## config.mk

```make
export PLATFORM = sky130hd
export DESIGN_NAME = lognorm_conv
export DESIGN_NICKNAME = d
export VERILOG_FILES = /design/src/rtl/lognorm_pkg.sv /design/src/rtl/norm_shifter.sv /design/src/rtl/exp_counter.sv /design/src/rtl/mant_map.sv /design/src/rtl/lognorm_conv.sv
export SDC_FILE = /design/constraint.sdc
export NUM_CORES = 1
export LEC_CHECK = 0
export ABC_AREA = 0
export BUFFER_PORTS_ARGS = -buffer_cell sky130_fd_sc_hd__buf_4
export CORE_MARGIN = 3
export CORE_UTILIZATION = 47
export DETAILED_ROUTE_END_ITERATION = 6
export GPL_TIMING_DRIVEN = 0
export PLACE_DENSITY = 0.81
export SYNTH_ARGS = -nofsm -noshare
export SYNTH_HDL_FRONTEND = slang
export SYNTH_SLANG_ARGS = --single-unit
```

## constraint.sdc

```tcl
create_clock -name clk -period 1.8 [get_ports clk]
set_clock_uncertainty 0.2 [all_clocks]
set_input_delay 0.27 -clock clk [delete_from_list [all_inputs] [get_ports clk]]
set_output_delay 0.27 -clock clk [all_outputs]
set_load 0.03 [all_outputs]
```

## src/rtl/lognorm_pkg.sv

```systemverilog
package lognorm_pkg;
    localparam int CNT_W  = 20;
    localparam int NORM_W = CNT_W + 1;
    localparam int CHAR_W = 5;
    localparam int MANT_W = 3;
    localparam int FRAC_W = 4;

    typedef enum logic {ST_IDLE, ST_RUN} conv_state_e;

    typedef struct packed {
        logic [CHAR_W-1:0] chr;
        logic [MANT_W-1:0] mant;
    } log_word_t;

    // Nonuniform 4-to-3 fraction table; 1111 is handled as round-up upstream
    function automatic logic [MANT_W-1:0] frac_to_mant(input logic [FRAC_W-1:0] f);
        logic [MANT_W-1:0] m;
        case (f)
            4'b0000:                   m = 3'd0;
            4'b0001:                   m = 3'd1;
            4'b0010, 4'b0011:          m = 3'd2;
            4'b0100, 4'b0101:          m = 3'd3;
            4'b0110, 4'b0111:          m = 3'd4;
            4'b1000, 4'b1001:          m = 3'd5;
            4'b1010, 4'b1011:          m = 3'd6;
            4'b1100, 4'b1101, 4'b1110: m = 3'd7;
            default:                   m = 3'd0;
        endcase
        return m;
    endfunction
endpackage

```

## src/rtl/norm_shifter.sv

```systemverilog
module norm_shifter #(
    parameter int NORM_W = lognorm_pkg::NORM_W,
    parameter int FRAC_W = lognorm_pkg::FRAC_W
) (
    input  logic              clk,
    input  logic              rst,
    input  logic              load,
    input  logic              shift,
    input  logic [NORM_W-2:0] load_val,
    output logic              lead_top,
    output logic              round_hit,
    output logic [FRAC_W-1:0] frac
);
    localparam int TOP = NORM_W - 1;

    logic [NORM_W-1:0] sr_q;

    always_ff @(posedge clk) begin
        if (rst)        sr_q <= '0;
        else if (load)  sr_q <= {1'b0, load_val};
        else if (shift) sr_q <= {sr_q[NORM_W-2:0], 1'b1};
    end

    assign lead_top  = sr_q[TOP];
    assign round_hit = !sr_q[TOP] && (&sr_q[TOP-1 -: FRAC_W+1]);
    assign frac      = round_hit ? '0 : sr_q[TOP-1 -: FRAC_W];


    shift_fill_chk: assert property (@(posedge clk) disable iff (rst)
        shift |=> sr_q[0]);
endmodule

```

## src/rtl/exp_counter.sv

```systemverilog
module exp_counter #(
    parameter int CHAR_W = lognorm_pkg::CHAR_W
) (
    input  logic              clk,
    input  logic              rst,
    input  logic              load,
    input  logic              dec,
    input  logic [CHAR_W-1:0] preset,
    output logic [CHAR_W-1:0] value
);
    always_ff @(posedge clk) begin
        if (rst)       value <= '0;
        else if (load) value <= preset;
        else if (dec)  value <= value - 1'b1;
    end


    exp_hold_chk: assert property (@(posedge clk) disable iff (rst)
        (!load && !dec) |=> $stable(value));
endmodule

```

## src/rtl/mant_map.sv

```systemverilog
module mant_map #(
    parameter int FRAC_W = lognorm_pkg::FRAC_W,
    parameter int MANT_W = lognorm_pkg::MANT_W
) (
    input  logic [FRAC_W-1:0] frac,
    output logic [MANT_W-1:0] mant
);
    always_comb mant = lognorm_pkg::frac_to_mant(frac);
endmodule

```

## src/rtl/lognorm_conv.sv

```systemverilog
module lognorm_conv
    import lognorm_pkg::*;
(
    input  logic              clk,
    input  logic              rst,
    input  logic              start,
    input  logic [CNT_W-1:0]  count_in,
    input  logic [CHAR_W-1:0] preset_in,
    output logic              busy,
    output logic              done,
    output logic [CHAR_W-1:0] log_char,
    output logic [MANT_W-1:0] log_mant
);
    localparam int RUN_W = $clog2(NORM_W + 2) + 1;

    conv_state_e       state_q;
    logic              lead_top, round_hit, term;
    logic              load, shift, finish;
    logic [FRAC_W-1:0] frac;
    logic [MANT_W-1:0] mant_c;
    logic [CHAR_W-1:0] exp_v;
    log_word_t         word_q;

    assign term   = lead_top || round_hit;
    assign load   = (state_q == ST_IDLE) && start;
    assign shift  = (state_q == ST_RUN) && !term;
    assign finish = (state_q == ST_RUN) && term;

    norm_shifter #(.NORM_W(NORM_W), .FRAC_W(FRAC_W)) shf_i (
        .clk(clk), .rst(rst), .load(load), .shift(shift), .load_val(count_in),
        .lead_top(lead_top), .round_hit(round_hit), .frac(frac)
    );

    exp_counter #(.CHAR_W(CHAR_W)) exp_i (
        .clk(clk), .rst(rst), .load(load), .dec(shift),
        .preset(preset_in), .value(exp_v)
    );

    mant_map #(.FRAC_W(FRAC_W), .MANT_W(MANT_W)) map_i (
        .frac(frac), .mant(mant_c)
    );

    always_ff @(posedge clk) begin
        if (rst) begin
            state_q <= ST_IDLE;
            word_q  <= '0;
            done    <= 1'b0;
        end else begin
            done <= finish;
            if (load)   state_q <= ST_RUN;
            if (finish) begin
                state_q     <= ST_IDLE;
                word_q.chr  <= exp_v;
                word_q.mant <= mant_c;
            end
        end
    end

    assign busy     = (state_q == ST_RUN);
    assign log_char = word_q.chr;
    assign log_mant = word_q.mant;

    // Run-length counter used only by the bound check below
    logic [RUN_W-1:0] run_len_q;
    always_ff @(posedge clk) begin
        if (rst || load) run_len_q <= '0;
        else if (busy)   run_len_q <= run_len_q + 1'b1;
    end


    run_bound_chk: assert property (@(posedge clk) disable iff (rst)
        busy |-> (run_len_q <= RUN_W'(NORM_W)));

    done_pulse_chk: assert property (@(posedge clk) disable iff (rst)
        done |=> !done);

    done_busy_chk: assert property (@(posedge clk) disable iff (rst)
        done |-> (!busy && $past(busy)));

    out_hold_chk: assert property (@(posedge clk) disable iff (rst)
        !done |-> ($stable(log_char) && $stable(log_mant)));

    round_zero_chk: assert property (@(posedge clk) disable iff (rst)
        (finish && round_hit) |=> (log_mant == '0));
endmodule

```

* After elaboration in Yosys (flattened, before gate mapping)
Memories as Yosys holds them, arrays and structs flattened. A register that Yosys moved wholly into a read port is not among the register bits. Cells that the tools add are included. W data, S select, Z words.
Storage, ports and cells: bits in registers 33, memory bits (read-only) 48, input port bits 28, output and inout port bits 10, logic and storage cells 25, memories kept 1
Memories:
- (name not given) | words 16, bits a word 3, rd ports 1, clocked after memory_dff 1, wr ports 0, RTL line lognorm_pkg.sv:18 | case (f)
Operators by class: add/subtract/negate cells 1, multiplexer cells 5, bitwise operators 1, reductions and logical operators 11
Operator list (number):
- $mux W20 | 2
- $mux W5 | 2
- $reduce_and A5 Y1 | 1
- $sub A5 B1 Y5 const B | 1
- $logic_and A1 B1 Y1 | 4
- $mux W4 | 1
- $reduce_or A2 Y1 | 2
- $logic_not A1 Y1 | 2
- $reduce_bool A2 Y1 | 1
- $logic_or A1 B1 Y1 | 1
- $not A1 Y1 | 1

* Depth between registers and ports, before layout
Gate-level depths: netlist (run 1).
depth in word-level cells 7, mapped depth 8, mapped depth without buffers 7

* By module
Synthesis (run 1) repeated with hierarchy kept, for this count alone.
Second synthesis, totals: cell total of the unflattened synthesis 183, area, all modules 1829.3 µm²
Modules (own cells, without submodules):
- norm_shifter | instances 1, cells each 101, area an instance 1051.0 µm², seq. area each 420.4 µm²
- lognorm_conv | instances 1, cells each 41, area an instance 434.2 µm², seq. area each 200.2 µm²
- exp_counter | instances 1, cells each 31, area an instance 271.5 µm², seq. area each 100.1 µm²
- mant_map | instances 1, cells each 10, area an instance 72.6 µm², seq. area each 0.0 µm²

* Worst setup path before layout (run 1)
No wires, ideal clock.
path type register -> register, start register state_q (netlist: busy), end register exp_i.value[2], library setup time 103 ps, data arrival time 1368 ps, required time 1497 ps, slack 128 ps, stages on the path, launching flop included 6, buffers on the path 1, clock period less this slack 1672 ps, path through dfxtp_1 nand2b_1 a21oi_2 buf_6 a211oi_1 a2111oi_2
Between the ends: word-level cells in the longest chain between the ends 3, elaborated cells on any way between the ends 5, those cells by class mux: 1; bitwise: 1; reduce/logical: 3
Ends and longest elaborated chain:
- start: declaration | RTL line lognorm_conv.sv:16 | conv_state_e state_q;
- start signal: assignment | RTL line lognorm_conv.sv:45 | state_q <= ST_IDLE;
- start signal: assignment | RTL line lognorm_conv.sv:50 | if (load) state_q <= ST_RUN;
- start signal: assignment | RTL line lognorm_conv.sv:52 | state_q <= ST_IDLE;
- $not A1 Y1 | RTL line lognorm_conv.sv:25 | assign load = (state_q == ST_IDLE) && start;
- $logic_and A1 B1 Y1 | RTL line lognorm_conv.sv:25
- $mux W5 / $reduce_bool A2 Y1 (equally long branches)
- end signal: assignment | RTL line exp_counter.sv:13 | else if (load) value <= preset;
- end signal: assignment | RTL line exp_counter.sv:14 | else if (dec) value <= value - 1'b1;
- end: declaration | RTL line exp_counter.sv:9 | output logic [CHAR_W-1:0] value
Parallel ways exist; a longest one is shown, timed or not. A chain may end at the register's enable or synchronous reset.

* Worst setup path in the final report (run 1)
start register shf_i.sr_q[19], end register, netlist name log_mant[1]
Between the ends: word-level cells in the longest chain between the ends 4, elaborated cells on any way between the ends 5, those cells by class mux: 1; reduce/logical: 4
Ends and longest elaborated chain:
- start: declaration | RTL line norm_shifter.sv:16 | logic [NORM_W-1:0] sr_q;
- start signal: assignment | RTL line norm_shifter.sv:20 | else if (load) sr_q <= {1'b0, load_val};
- start signal: assignment | RTL line norm_shifter.sv:21 | else if (shift) sr_q <= {sr_q[NORM_W-2:0], 1'b1};
- $reduce_and A5 Y1 | RTL line norm_shifter.sv:25 | assign round_hit = !sr_q[TOP] && (&sr_q[TOP-1 -: FRAC_W+1]);
- $logic_and A1 B1 Y1 | RTL line norm_shifter.sv:25
- $logic_or A1 B1 Y1 | RTL line lognorm_conv.sv:24 | assign term = lead_top || round_hit;
- $logic_and A1 B1 Y1 | RTL line lognorm_conv.sv:27 | assign finish = (state_q == ST_RUN) && term;
Parallel ways exist; a longest one is shown, timed or not.

==> summary by stage, run 1 <==
Critical path
Counting stages on the worst path, the most repeated cell is sky130_fd_sc_hd__a21oi_1. STA classifies the critical path startpoint as a flop. At the worst endpoint, the arrival time is 1.79 ns. The signal on the critical path passes through buf_6 > nand4_1 > nor2_2 > nor2_1 > ha_1 > a21oi_1 > a21oi_1 > a22o_1.

The start-to-end type of the worst setup path is flop to flop. In this design, the stage delay of the slowest critical-path cell is 0.34 ns. STA classifies the critical path endpoint as a flop.

The reg2reg setup slack is 0.03 ns. The number of cells on the worst reg-to-reg path is 8. The end of the worst register-to-register path is log_mant[1]. For the worst setup path, the data required time is around 1.8 ns. Of all nets on the critical path, the largest fanout is 5. In this run the critical register-to-register path is launched from shf_i.sr_q[19]. The slowest stage of the critical path belongs to the cell sky130_fd_sc_hd__dfxtp_2.

Yosys
Each instance of the synthesized netlist takes up on average 8.978 um^2. Counting every instance in the synthesized netlist gives roughly 180. Ranked by total cell area, the synthesized netlist is headed by sky130_fd_sc_hd__dfxtp_1 (45%), sky130_fd_sc_hd__a22oi_1 (8.5%), sky130_fd_sc_hd__a21oi_1 (7.2%). The Yosys step of the flow raised 0 warnings. Counting instances in the post-synthesis netlist gives the leading cell types as sky130_fd_sc_hd__dfxtp_1 (36), sky130_fd_sc_hd__a21oi_1 (23), sky130_fd_sc_hd__nand3_1 (20), sky130_fd_sc_hd__a22oi_1 (18), sky130_fd_sc_hd__nor2_1 (10).

Among all cell types in the netlist, the one instantiated most often is sky130_fd_sc_hd__dfxtp_1. Of the synthesized area, sequential elements account for 0.4535. The count of flip-flops with a built-in enable after synthesis is 0. The largest area contributor in the synthesized netlist is sky130_fd_sc_hd__dfxtp_1.

The main flop type after synthesis is sky130_fd_sc_hd__dfxtp_1. Synthesis instantiated 34 different standard cells from the library. When the netlist entered floorplanning its net count stood at approximately 210. The top cell type's share of synthesized area is 0.4535. The share of synthesized flip-flops with an asynchronous set or reset is 0. The netlist area before placement is 0.001589 mm^2. In this run, synthesis produced a sequential element count of 36.

Placement
The number of input and output port buffers inserted is 37. The HPWL after detailed placement is 2506 um. The congestion estimate from routability-driven global placement came to 0.7384. The standard cell area after detailed placement is roughly 0.0019 mm^2.

Global routing
The via count of the first global-routing pass is 1367. For this run the aggregate overflow at the end of global routing stands at 0. In the global route stage, overall resource usage came out at 0.1769. The maximum number of pins on one net before global-route repair is 11.

The first global-routing pass estimated 5871 um of wire. The initial antenna violation count is 0.

Finish
The number of inserted filler cells in the final layout is 264. Once layout is complete, the utilization of the core stands at 0.6548. The final non-filler cell area is 0.002048 mm^2. The repair_antennas step left the layout with diodes totalling 0. The post-layout net count is 258.

From synthesis to final layout, the design area changed by 28.90%. The multi-input combinational cells in the finished layout cover a total of 762.0 um^2. In the final layout, flip-flops and latches occupy 725.7 um^2.

The fraction of final layout cells with drive strength greater than 1 is 0.3202.

Pwr
The total power is 0.001584 W. In this run the static leakage power is 0.8557 nW. The power density over the cells is 773.5 mW/mm^2. The worst-case IR drop observed on VDD is 0.6281 mV.

Detailed routing
In this run, the number of DRC markers left after iteration 0 of detailed routing was 78. The final wirelength is 3647 um. The number of detailed-routing iterations run before antenna repair is 4. The detail route stage leaves a number of antenna-violating nets equal to 0. The remaining routing DRC violations is 0. The per-cell routed wire length is 13.41 um.

The number of vias per cell is between 5 and 6. The routed via count is 1514.

Clocking
The clock tree from TritonCTS is yes. After clock tree synthesis, the clock-pin slew on the worst setup and hold paths is 0.10 ns. The clock tree root buffer cell is sky130_fd_sc_hd__clkbuf_4. Clock latency on the worst-skew pair, taken at its later pin, is approximately 0.32 ns. The number of clock sinks is 36. The total clock buffers created by CTS is 5. The clock passes through at most 2 buffers.

The clock tree synthesis step divided the H-tree into 2 levels.

Timing
Hold timing on the final database bottoms out at a slack of 0.01592 ns. Based on the critical path, the design can be clocked at up to 565.3 MHz. The smallest clock period supported by the final layout is computed as ~1.8 ns. The headroom to the max-slew limit is 0.6994.

For the pin with the worst max-slew slack, the measured transition is 0.4509 ns. The hold violation total from the final report is 0. Setup violations remaining at the end of the flow were counted as 0.

The share of the clock period used by the worst path is 0.9828. The max-slew violation count was 0.

Floorplanning
The initial core utilization is 0.5080. The number of top-level design ports is 38. The initialized floorplan defines 20 standard-cell rows.

The die width is 64.15 um. Measured along the y axis, the die boundary spans 64.15 um. The region available for standard cell placement spans 0.003128 mm^2. The die covers 0.004115 mm^2.

Min path
The worst hold-check path type is primary input to flop. The startpoint identified for the worst hold timing path is count_in[0]. Along the worst hold path, the cell count comes to 3. The capture endpoint of the worst hold path is shf_i.sr_q[0].

Run status
The flow ran to the end, and the final reports show no timing, DRC or antenna violations.

Run
Max-cap violations in this run came to 0.
[final cells by class]
type | count | share of cell area
clock inverters | 1 | 0.002443
plain buffers | 18 | 0.05620
flip-flops and latches | 36 | 0.3543
clock buffers | 6 | 0.02016
repair buffers | 44 | 0.1625
inverters | 3 | 0.005498
well taps | 44 | 0.02688
multi-input cells | 120 | 0.3720
[registers in the layout, indices dropped and copies added, names as in the netlist]
signal,flops
busy,1
done,1
exp_i.value,5
log_char,5
log_mant,3
shf_i.sr_q,21
[critical path: cells and delay by family, from the launching register on]
family,cells,cell delay (ns)
AOI/OAI and AO/OA,3,0.37
and+or+nand+nor,3,0.35
DFF,1,0.34
adders and majority gates,1,0.29
buffers and inverters,1,0.11
[how the worst max path moves through the flow]
stage	start	endpoint	cells past startpoint
2_1_floorplan	busy	exp_i.value[2]	5
3_3_place_gp	shf_i.sr_q[19]	log_mant[1]	8
3_5_place_dp	shf_i.sr_q[19]	log_mant[1]	8
4_1_cts	shf_i.sr_q[19]	log_mant[1]	8
5_1_grt	shf_i.sr_q[19]	log_mant[1]	8
6_report	shf_i.sr_q[19]	log_mant[1]	8
[per-stage QoR]
step / setup slack, ns / TNS [ns] / cells
after floorplan: 0.1284 / 0 / 177
after global placement: 0.05528 / 0 / 258
after detailed placement: -0.02295 / -0.02295 / 258
after CTS: 0.006321 / 0 / 266
after global routing: -0.03915 / -0.03915 / 272
final: 0.03099 / 0 / 272
[placed cells by master, fill, tap and decap left out, types with 5 or more instances in the layout]
master,count
sky130_fd_sc_hd__nor2_1,9
sky130_fd_sc_hd__dfxtp_1,32
sky130_fd_sc_hd__a22oi_1,17
sky130_fd_sc_hd__buf_4,44
sky130_fd_sc_hd__nand3_1,20
sky130_fd_sc_hd__a22o_1,9
sky130_fd_sc_hd__buf_2,5
sky130_fd_sc_hd__clkbuf_1,5
sky130_fd_sc_hd__clkbuf_4,6
sky130_fd_sc_hd__a21oi_1,23
[layer usage]
metal	track usage	wire length, um	vias to the layer above
met3	0.05097	206	2
li1	-	-	765
met2	0.2994	1813	45
met1	0.2202	1617	702
met4	0.04485	10	0
met5	0	0	-
[report_power, final]
group / switching, W / internal (W) / total (W)
Combinational: 0.000162 / 0.000158 / 0.000319
Clock: 0.000236 / 0.000144 / 0.000380
Sequential: 0.0000388 / 0.000847 / 0.000885
Total: 0.000436 / 0.00115 / 0.00158
[what timing repair did]
action,CTS,global route
hold buffers,1,0
pin swaps,0,5
hold endpoints to repair,1,0
setup endpoints to repair,1,22
gates resized for setup,2,13
buffers inserted,0,6
[cell families after synthesis]
logic type                 synth area share
buffers and inverters               0.07165
adders and majority gates           0.01575
and+or+nand+nor                      0.1732
AOI/OAI and AO/OA                    0.2858
DFF                                  0.4535
Power figures use the tool's default switching activity.
==> inputs of run 2 (changes only) <==
--- a/config.mk
+++ b/config.mk
@@ -7,8 +7,10 @@
 export LEC_CHECK = 0
 export ABC_AREA = 0
 export BUFFER_PORTS_ARGS = -buffer_cell sky130_fd_sc_hd__buf_4
+export CORE_ASPECT_RATIO = 2
 export CORE_MARGIN = 3
 export CORE_UTILIZATION = 47
+export CTS_CLUSTER_SIZE = 20
 export DETAILED_ROUTE_END_ITERATION = 6
 export GPL_TIMING_DRIVEN = 0
 export PLACE_DENSITY = 0.81
==> run 2 against run 1 <==
  * Wire length is 3.1% lower
  * Critical path depth stayed put
  * Utilization is 2.7 points lower
  * Power is 11% higher
  * Sequential cell count stayed put
  * Critical path type unchanged
  * Largest power group unchanged
  * Highest routed layer unchanged
==> summary by stage, run 2 (synthesis gave the netlist of run 1 again) <==
Run status
Result of the run: complete, no violations (unchanged).

Critical path
The required time reported for the critical path endpoint was 1.78 ns (was 1.82 ns). The number of cell instances on the worst register-to-register path came to 8 (unchanged). The kind of start point of the critical path is a flop (unchanged). The reg-to-reg startpoint is shf_i.sr_q[19] (unchanged). The largest fanout on the critical path is 9 (was 5). The reg2reg setup slack was 0.01 ns (was 0.03 ns). The arrival time reported for the critical path endpoint was 1.77 ns (was 1.79 ns).

The start-to-end type of the worst setup path is flop to flop (unchanged). The end of the worst register-to-register path is log_mant[1] (unchanged). The endpoint kind of the worst setup timing path is a flop (unchanged).

Pwr
The proportion of power drawn by flip-flops and latches is 0.502 (was 0.559). The power density over the cells is 879.3 mW/mm^2 (was 773.5 mW/mm^2). The worst ir drop on vdd was 0.8830 mV (was 0.6281 mV).

The switching share of power came to 0.2626 (was 0.2753). The total leakage power is 0.8333 nW (was 0.8557 nW). The power share of the clock group is 0.329 (was 0.240).

The switching component of the power is 0.0004631 W (was 0.0004362 W). The internal power is 0.001300 W (was 0.001148 W). The proportion of power drawn by combinational gates is 0.169 (was 0.202).

Finish
The number of inserted filler cells in the final layout is 277 (was 264). The area taken by flip-flops and latches came to 721.9 um^2 (was 725.7 um^2). The final non-filler cell area is 0.002006 mm^2 (was 0.002048 mm^2). The fraction of final layout cells with drive strength greater than 1 is 0.2838 (was 0.3202). Most frequent cells in the layout: sky130_fd_sc_hd__buf_4 (38), sky130_fd_sc_hd__dfxtp_1 (35), sky130_fd_sc_hd__a21oi_1 (23) (was sky130_fd_sc_hd__buf_4 (44), sky130_fd_sc_hd__dfxtp_1 (32), sky130_fd_sc_hd__a21oi_1 (23)). The number of flip-flops in the largest register is 21 (unchanged). The area growth from synthesis to layout was 26.22% (was 28.90%). The most frequent standard cell in the layout excluding fill and tap cells is sky130_fd_sc_hd__buf_4 (unchanged).

The total area of multi-input combinational cells was 757.0 um^2 (was 762.0 um^2). The post-layout net count is 251 (was 258). The number of antenna cells inserted is 0 (unchanged). The register name with the most flops is shf_i.sr_q (unchanged). The final core utilization was 0.6281 (was 0.6548).

Timing
The transition at the pin with the smallest max-transition slack is 0.4767 ns (was 0.4509 ns). The final worst hold slack was 0.04388 ns (was 0.01592 ns). The headroom to the max-slew limit is 0.6822 (was 0.6994). The sum of negative setup slack is 0 ns (unchanged).

The upper clock frequency limit came to 558.6 MHz (was 565.3 MHz). The final period demand of the worst path came to 1.790 ns (was 1.769 ns). The final-report setup violation count is 0 (unchanged). The hold violation total from the final report is 0 (unchanged). The share of the clock period used by the worst path was 0.9945 (was 0.9828). The max-slew violation count is 0 (unchanged). Setup repair after global routing could not meet its margin everywhere.

Detailed routing
The remaining routing DRC violations came to 0 (unchanged). The number of nets with antenna violations after routing is 0 (unchanged). The number of vias per cell is 5.806 (was 5.566). The amount of wire on met2 after detailed routing is 1811 um (was 1813 um). The per-cell routed wire length is 13.97 um (was 13.41 um). The final wirelength is 3534 um (was 3647 um). The topmost layer with routed signal wires is met4 (unchanged). The wire length on met3 is 158 um (was 206 um). The number of violations reported at the end of detailed-routing iteration 0 was 33 (was 78). The met1 layer wirelength in the final routing is 1477 um (was 1617 um).

The routed via count is 1469 (was 1514). The number of detailed-routing iterations run before antenna repair is 4 (unchanged).

Clocking
The clock tree from TritonCTS is yes (unchanged). The clock-pin transition on the worst setup and hold timing paths is 0.07 ns (was 0.10 ns). The clock insertion delay at the later pin of the skew report came to 0.28 ns (was 0.32 ns). The number of clock sinks is 36 (unchanged).

The buffer levels on the longest clock path came to 2 (unchanged). The number of H-tree levels is 2 (unchanged). The clock tree root buffer cell is sky130_fd_sc_hd__clkbuf_8 (was sky130_fd_sc_hd__clkbuf_4). The total clock buffers created by CTS is 5 (unchanged).

Global routing
The maximum number of pins on one net before global-route repair is 11 (unchanged). The initial antenna violation count is 0 (unchanged). The global-route wire length before repair was 5947 um (was 5871 um). The global-route usage over all layers is 0.1937 (was 0.1769). The via count of the first global-routing pass is 1446 (was 1367). The aggregate global routing overflow came to 0 (unchanged).

Placement
The number of input and output port buffers inserted is 37 (unchanged). The final RePlAce weighted congestion was 0.8171 (was 0.7384). The post-detailed-placement half-perimeter wirelength is 2584 um (was 2506 um).

The standard cell area after detailed placement is 0.001906 mm^2 (was 0.001922 mm^2).

Floorplanning
The die width came to 47.12 um (was 64.15 um). The vertical die dimension is 88.23 um (was 64.15 um). The placement row count is 29 (was 20).

The number of top-level design ports is 38 (unchanged). The initial core utilization is 0.4976 (was 0.5080). The placeable core region is 0.003193 mm^2 (was 0.003128 mm^2). The floorplan die area is 0.004157 mm^2 (was 0.004115 mm^2).

Min path
The worst hold path depth came to 3 (unchanged). The capture endpoint of the worst hold path is shf_i.sr_q[0] (unchanged). The start point of the worst min-delay path was count_in[0] (unchanged).

The worst hold-check path type is primary input to flop (unchanged).

Run
The number of max-cap violations is 0 (unchanged).
==> run 2: cell types whose count changed in the layout (fill, tap and decap cells not counted), moves of 3 or more <==
cell	before	now
sky130_fd_sc_hd__buf_4	44	38
sky130_fd_sc_hd__clkbuf_4	6	1
sky130_fd_sc_hd__dfxtp_2	4	1
sky130_fd_sc_hd__dfxtp_1	32	35
sky130_fd_sc_hd__clkbuf_8	0	6
==> run 2: worst max-delay path, stage by stage, from the launching register on <==
cell and delay, ns:
sky130_fd_sc_hd__dfxtp_1 0.31, sky130_fd_sc_hd__clkbuf_4 0.17, sky130_fd_sc_hd__nand4_1 0.17, sky130_fd_sc_hd__nor2_2 0.14, sky130_fd_sc_hd__nor2b_1 0.06, sky130_fd_sc_hd__ha_1 0.29, sky130_fd_sc_hd__a21oi_1 0.12, sky130_fd_sc_hd__a21oi_1 0.05
sky130_fd_sc_hd__a22o_1 0.19
==> run 2: metrics by stage <==
stage               setup WS (ns)  std cells  total power, W
CTS                       0.02239        253        0.001774
global placement          0.03870        245        0.001191
detailed placement        0.02102        245        0.001197
global route              -0.1073        253        0.001853
finish                   0.009824        253        0.001764
floorplan                  0.1284        177        0.001093
==> run 2: power groups by stage <==
stage,sequential (W),clock [W],combinational (W)
2_1_floorplan,0.000897,0,0.000197
3_3_place_gp,0.000899,0,0.000292
3_5_place_dp,0.000901,0,0.000296
4_1_cts,0.000883,0.000593,0.000298
5_1_grt,0.000890,0.000629,0.000333
6_report,0.000885,0.000580,0.000299
==> run 2: how the worst max path moves through the flow <==
stage / start / endpoint / slack [ns] / cells after the start
after floorplan: busy / exp_i.value[2] / 0.13 / 5
after global placement: shf_i.sr_q[19] / log_mant[1] / 0.04 / 8
after detailed placement: busy / shf_i.sr_q[14] / 0.02 / 5
after CTS: shf_i.sr_q[19] / log_mant[1] / 0.02 / 8
after global routing: shf_i.sr_q[19] / log_mant[1] / -0.11 / 8
final: shf_i.sr_q[19] / log_mant[1] / 0.01 / 8
==> run 2: routing by layer <==
| metal | track usage | vias to the layer above |
|---|---|---|
| li1 | - | 751 |
| met1 | 0.2115 | 680 |
| met2 | 0.3222 | 32 |
| met3 | 0.04888 | 6 |
| met4 | 0.1108 | 0 |
| met5 | 0 | - |
==> run 2: layout make-up <==
class                   instances  area share
repair buffers                 37      0.1385
plain buffers                  18     0.05427
multi-input cells             120      0.3774
inverters                       3    0.005614
clock buffers                   8     0.04492
well taps                      31     0.01934
flip-flops and latches         36      0.3600
==> run 2: what timing repair did <==
item | CTS | global route
gates resized for setup | 1 | 7
setup endpoints to repair | 1 | 13
hold buffers | 0 | 0
pin swaps | 0 | 2
gates cloned | 0 | 0
setup buffers | 0 | 0
